--- src/rtl/int_entry_seq.sv ---
module int_entry_seq #(
  parameter logic [15:0] VEC_RESET = 16'hFFFE,
  parameter logic [15:0] VEC_NMI   = 16'hFFFC,
  parameter logic [15:0] VEC_FIRQ  = 16'hFFF6,
  parameter logic [15:0] VEC_IRQ   = 16'hFFF8
) (
  input  logic        clk,
  input  logic        rst_n,
  input  logic        req_reset,
  input  logic        req_nmi,
  input  logic        req_firq,
  input  logic        req_irq,
  input  logic        boundary,
  input  logic [7:0]  cc_in,
  input  logic [7:0]  a_in,
  input  logic [7:0]  b_in,
  input  logic [7:0]  dp_in,
  input  logic [15:0] x_in,
  input  logic [15:0] y_in,
  input  logic [15:0] u_in,
  input  logic [15:0] s_in,
  input  logic [15:0] pc_in,
  output logic        mem_we,
  output logic [15:0] mem_waddr,
  output logic [7:0]  mem_wdata,
  output logic        mem_re,
  output logic [15:0] mem_raddr,
  input  logic [7:0]  mem_rdata,
  output logic        busy,
  output logic        done,
  output logic [1:0]  src_out,
  output logic [7:0]  cc_out,
  output logic [7:0]  dp_out,
  output logic [15:0] s_out,
  output logic [15:0] pc_out
);
  localparam logic [1:0] SRC_RST  = 2'd0;
  localparam logic [1:0] SRC_NMI  = 2'd1;
  localparam logic [1:0] SRC_FIRQ = 2'd2;
  localparam logic [1:0] SRC_IRQ  = 2'd3;
  localparam int         FULL_LAST  = 11;
  localparam int         SHORT_LAST = 2;
  localparam logic [7:0] FLG_E = 8'h80;
  localparam logic [7:0] FLG_F = 8'h40;
  localparam logic [7:0] FLG_I = 8'h10;

  typedef enum logic [2:0] {S_IDLE, S_PUSH, S_RD0, S_RD1, S_RD2, S_FIN} st_t;

  st_t         st;
  logic [3:0]  pend;
  logic [1:0]  src_r;
  logic [3:0]  cnt;
  logic [7:0]  cc_r, dp_r, a_r, b_r, hi_r;
  logic [15:0] s_r, pc_r, x_r, y_r, u_r;

  logic firq_ok, irq_ok, take;
  logic [1:0] src_n;
  logic [3:0] clr;
  logic [3:0] idx;
  logic       last;
  logic [15:0] vec;

  assign firq_ok = pend[1] && !cc_in[6];
  assign irq_ok  = pend[0] && !cc_in[4];
  assign take    = boundary && (st == S_IDLE) && (pend[3] || pend[2] || firq_ok || irq_ok);

  always_comb begin
    if (pend[3])      src_n = SRC_RST;
    else if (pend[2]) src_n = SRC_NMI;
    else if (firq_ok) src_n = SRC_FIRQ;
    else              src_n = SRC_IRQ;
  end

  always_comb begin
    clr = 4'b0000;
    if (take) clr[3 - src_n] = 1'b1;
  end

  always_comb begin
    case (src_r)
      SRC_RST:  vec = VEC_RESET;
      SRC_NMI:  vec = VEC_NMI;
      SRC_FIRQ: vec = VEC_FIRQ;
      default:  vec = VEC_IRQ;
    endcase
  end

  assign idx  = (src_r == SRC_FIRQ && cnt == SHORT_LAST[3:0]) ? FULL_LAST[3:0] : cnt;
  assign last = (src_r == SRC_FIRQ) ? (cnt == SHORT_LAST[3:0]) : (cnt == FULL_LAST[3:0]);

  always_comb begin
    case (idx)
      4'd0:    mem_wdata = pc_r[7:0];
      4'd1:    mem_wdata = pc_r[15:8];
      4'd2:    mem_wdata = u_r[7:0];
      4'd3:    mem_wdata = u_r[15:8];
      4'd4:    mem_wdata = y_r[7:0];
      4'd5:    mem_wdata = y_r[15:8];
      4'd6:    mem_wdata = x_r[7:0];
      4'd7:    mem_wdata = x_r[15:8];
      4'd8:    mem_wdata = dp_r;
      4'd9:    mem_wdata = b_r;
      4'd10:   mem_wdata = a_r;
      default: mem_wdata = cc_r;
    endcase
  end

  assign mem_we    = (st == S_PUSH);
  assign mem_waddr = s_r - 16'd1;
  assign mem_re    = (st == S_RD0) || (st == S_RD1);
  assign mem_raddr = (st == S_RD1) ? vec + 16'd1 : vec;
  assign busy      = (st != S_IDLE);
  assign done      = (st == S_FIN);
  assign src_out   = src_r;
  assign cc_out    = cc_r;
  assign dp_out    = dp_r;
  assign s_out     = s_r;
  assign pc_out    = pc_r;

  always_ff @(posedge clk) begin
    if (!rst_n) begin
      st <= S_IDLE; pend <= '0; src_r <= SRC_RST; cnt <= '0;
      cc_r <= '0; dp_r <= '0; a_r <= '0; b_r <= '0; hi_r <= '0;
      s_r <= '0; pc_r <= '0; x_r <= '0; y_r <= '0; u_r <= '0;
    end else begin
      pend <= (pend & ~clr) | {req_reset, req_nmi, req_firq, req_irq};
      case (st)
        S_IDLE: if (take) begin
          src_r <= src_n;
          cnt   <= '0;
          a_r <= a_in; b_r <= b_in; x_r <= x_in; y_r <= y_in; u_r <= u_in;
          s_r <= s_in; pc_r <= pc_in;
          dp_r <= (src_n == SRC_RST) ? 8'h00 : dp_in;
          case (src_n)
            SRC_RST:  cc_r <= cc_in | FLG_F | FLG_I;
            SRC_FIRQ: cc_r <= cc_in & ~FLG_E;
            default:  cc_r <= cc_in | FLG_E;
          endcase
          st <= (src_n == SRC_RST) ? S_RD0 : S_PUSH;
        end
        S_PUSH: begin
          s_r <= s_r - 16'd1;
          cnt <= cnt + 4'd1;
          if (last) begin
            cc_r <= cc_r | FLG_I | ((src_r == SRC_IRQ) ? 8'h00 : FLG_F);
            st   <= S_RD0;
          end
        end
        S_RD0: st <= S_RD1;
        S_RD1: begin hi_r <= mem_rdata; st <= S_RD2; end
        S_RD2: begin pc_r <= {hi_r, mem_rdata}; st <= S_FIN; end
        default: st <= S_IDLE;
      endcase
    end
  end

  a_r10_excl: assert property (@(posedge clk) disable iff (!rst_n) !(mem_we && mem_re));
  a_r4_predec: assert property (@(posedge clk) disable iff (!rst_n)
    (mem_we && $past(mem_we)) |-> (mem_waddr == $past(mem_waddr) - 16'd1));
  a_r9_order: assert property (@(posedge clk) disable iff (!rst_n)
    (mem_re && $past(mem_re)) |-> (mem_raddr == $past(mem_raddr) + 16'd1));
  a_r3_reset_regs: assert property (@(posedge clk) disable iff (!rst_n)
    (done && src_out == SRC_RST) |-> (dp_out == 8'h00 && cc_out[6] && cc_out[4]));
  a_r5_firq_flags: assert property (@(posedge clk) disable iff (!rst_n)
    (done && src_out == SRC_FIRQ) |-> (!cc_out[7] && cc_out[6] && cc_out[4]));
  a_r6_irq_flags: assert property (@(posedge clk) disable iff (!rst_n)
    (done && src_out == SRC_IRQ) |-> (cc_out[7] && cc_out[4]));
  a_r10_done_pulse: assert property (@(posedge clk) disable iff (!rst_n)
    done |=> !done);
endmodule

--- config.mk ---
export PLATFORM = sky130hd
export DESIGN_NAME = int_entry_seq
export DESIGN_NICKNAME = d
export VERILOG_FILES = /design/src/rtl/int_entry_seq.sv
export SDC_FILE = /design/constraint.sdc
export NUM_CORES = 1
export LEC_CHECK = 0
export CELL_PAD_IN_SITES_DETAIL_PLACEMENT = 0
export CELL_PAD_IN_SITES_GLOBAL_PLACEMENT = 2
export CORE_ASPECT_RATIO = 0.8
export CORE_MARGIN = 1
export CORE_UTILIZATION = 27
export CTS_BUF_LIST = sky130_fd_sc_hd__clkbuf_8
export DETAILED_ROUTE_END_ITERATION = 10
export GPL_ROUTABILITY_DRIVEN = 0
export HOLD_SLACK_MARGIN = 0.15
export PLACE_DENSITY = 0.84
export SLEW_MARGIN = 25
export SYNTH_ARGS = -nofsm -noshare
export SYNTH_HDL_FRONTEND = slang
export SYNTH_SLANG_ARGS = --single-unit
--- constraint.sdc ---
create_clock -name clk -period 3.8 [get_ports clk]
set_clock_uncertainty 0.15 [all_clocks]
set_input_delay 0.76 -clock clk [delete_from_list [all_inputs] [get_ports clk]]
set_output_delay 0.76 -clock clk [all_outputs]
set_load 0.005 [all_outputs]
==> summary.txt <==
CP endpoint kind = output pin
Routed wire length = 22.9 mm
Fin cells = 1,291
Synth area leaders = dfxtp_1 (43%), nand2_1 (12%), a21oi_1 (11%)
Core Util, Final = 39.9%
H-tree depth = 4
Mapped Cells = 788
Setup TNS = 0 ns
Critical Path Start Type = register
Violated checks = design-rule violations
Critical Path Fanout Max = 8
Dpl cells = 1,258
Area grow syn2layout = 44.8%
Global-route total usage across every layer = 19.7%
RSZ-0062 raised after global routing = no
DRC Markers = 2
DR WL/cell = 17.8 um
Global route total overflow = 0
Period utilization = 96.1%
Fillers = 2,383
DR pass1 iterations = 8
Clock slew at reported path FFs = 0.08 ns
Dpl hpwl = 16.8 mm
Die Span Y = 137 um
# port buffers = 208
Length of routed wiring on met1 = 11.3 mm
Register area share after synthesis = 43.0%
Min cycle time layout = 3.65 ns
# IOs = 221
Via density = 4.88
Ys async rst share = 0%
Vias in the first global route = 5,905
Ant diodes = 0
Top layer in use = met4
Synth cell types = 66
Worst hold slack = 0.305 ns
Metal2 WL = 9.49 mm
Core ar. = 22,500 um^2
Primary FF master, synth = dfxtp_1
ANT nets after route = 0
Hold Path Class = register to register
Slew headroom = 49.8%
Post-Syn Area = 6190 um^2
Max Fclk = 274 MHz
Max Slew Vio Count = 0
CTS max path bufs = 2
Pin count of the biggest net entering global routing = 84
Avg Inst Size Synth = 7.86 um^2
Worst EP arrival = 2.74 ns
First-pass GRT wire length = 34.7 mm
Ys Warns = 0
Slew @ Worst Pin = 0.752 ns
Synth area leader = dfxtp_1
Fin. Hold Viols = 0
Clock Latency Late Sink = 0.46 ns
CTS tree = done
Max cap viols = 0
Critical path class = register to output pin
Post-synthesis register bit count = 133
Rows = 49
Total power = 0.00438 W
Synth top area share = 43.0%
Post-synth EDFFs = 0
Net count, final = 1,104
Pwr dens = 488 nW/um^2
Final setup fails = 0
Wire length on met3 = 1.94 mm
Share of layout cells above drive strength 1 = 7.21%
Die width = 171 um
Initial antenna violation count = 0
Area of the multi-input gates = 3240 um^2
Leak = 3.15 nW
Worst vdd ir = 0.168 mV
Starting Density = 27.5%
Via count = 6,299
Die area = 23,600 um^2
Root Buffer = clkbuf_8
Worst endpoint required time = 2.89 ns
Inserted Clock Buffers = 17
Run status = finished, violations left
Number of DRC markers in iteration 0 = 490
Area occupied by registers = 2670 um^2
Clk sinks = 133
==> layer usage <==
metal | track usage (%) | vias to the layer above
li1 | - | 3095
met1 | 28.4 | 2966
met2 | 27.8 | 223
met3 | 6.26 | 15
met4 | 4.96 | 0
met5 | 0 | -
==> report_power, final <==
part | switching [W] | internal [W] | leakage, nW
registers | 0.000178 | 0.00154 | 1.09
clock network | 0.000606 | 0.000559 | 0.197
logic | 0.000711 | 0.000785 | 1.87
==> area by class of cell <==
cell class	count	share of cell area (%)
inverter	16	0.697
tap	306	4.27
clock buffer	19	2.91
timing repair buffer	222	24.9
multi-input combinational	582	36.2
clock inverter	13	1.32
sequential	133	29.7
==> cell families after synthesis <==
logic type / Yosys count / synth area share [%]
flip-flops: 133 / 43.0
adder cells (fa/ha/maj): 5 / 1.01
AND/OR/NAND/NOR: 297 / 21.4
multiplexers: 15 / 2.46
AO/OA/AOI/OAI: 238 / 23.5
XOR/XNOR: 15 / 2.12
other: 1 / 0.0605
buffers and inverters: 84 / 6.46
==> path summary, 6_finish.rpt <==
check	from	end	slack [ns]	cells past startpoint
min reg2reg	u_r[4]$_SDFFE_PN0P_	u_r[4]$_SDFFE_PN0P_	0.30	2
max	cnt[0]$_SDFFE_PN0P_	mem_wdata[2]	0.15	8
min	u_r[4]$_SDFFE_PN0P_	u_r[4]$_SDFFE_PN0P_	0.30	2
max reg2reg	st[0]$_SDFFE_PN0P_	pc_out[13]$_SDFFE_PN0P_	1.28	5
==> cell usage in the layout, fill, tap and decap left out, types with 3 or more instances in the layout <==
cell type	n
dfxtp_1	131
clkdlybuf4s50_1	208
a21oi_1	129
nor4_1	4
a222oi_1	5
buf_4	10
and2_1	3
o221ai_1	4
a22oi_1	34
inv_6	5
xnor2_1	7
ha_1	5
nand3b_1	10
nor3b_1	3
nand3_1	5
nor3_1	9
inv_1	12
nor2_1	27
buf_12	4
a211oi_1	4
o21ai_0	13
conb_1	12
a221oi_1	9
mux2i_1	13
clkbuf_8	19
nand2_1	203
o21ai_1	7
nor2b_1	7
clkinv_2	4
a2bb2oi_1	3
xor2_1	8
o22ai_1	8
==> state kept, by name (all words and copies together), names as in the netlist <==
signal / count
x_r: 16
y_r: 16
cc_out: 8
hi_r: 8
u_r: 16
b_r: 8
cnt: 4
dp_out: 8
pend: 4
s_out: 16
a_r: 8
pc_out: 16
src_out: 2
st: 3
==> Yosys cell counts, types with 4 or more instances <==
library cell	n
o221ai_1	4
nor4_1	5
xor2_1	8
o21ai_0	13
o21ai_1	7
mux2i_1	13
buf_2	19
buf_4	12
nand3b_1	10
clkbuf_1	32
xnor2_1	7
and2_1	4
inv_1	14
dfxtp_1	133
nor2b_1	7
nor3_1	9
nor2_1	27
a22oi_1	35
a21oi_1	130
nand2_1	204
nand3_1	5
a211oi_1	4
ha_1	5
a222oi_1	5
a221oi_1	10
o22ai_1	8
==> critical path, stage by stage (launching register included) <==
cell and delay [ns]:
dfxtp_1 0.38, inv_1 0.10, ha_1 0.22, nand3b_1 0.16
and2_2 0.29, a211o_1 0.33, nor2_1 0.07, a21oi_1 0.19
clkdlybuf4s50_1 0.56
==> stage by stage <==
step,area [um^2],setup slack (ns)
after floorplan,6240,0.885
after global placement,8520,0.416
after detailed placement,8520,0.337
after CTS,8930,0.0488
after global routing,8970,0.00524
final,8970,0.149
==> what timing repair did <==
item                                    4_1_cts  5_1_grt
endpoints found under the hold margin         0        0
gates resized for setup                       4       12
hold buffers                                  0        0
endpoints found under the setup margin        8        9
buffers inserted                              1        0
pin swaps                                     1        2
Note: power is estimated with default switching activity, not from simulation.
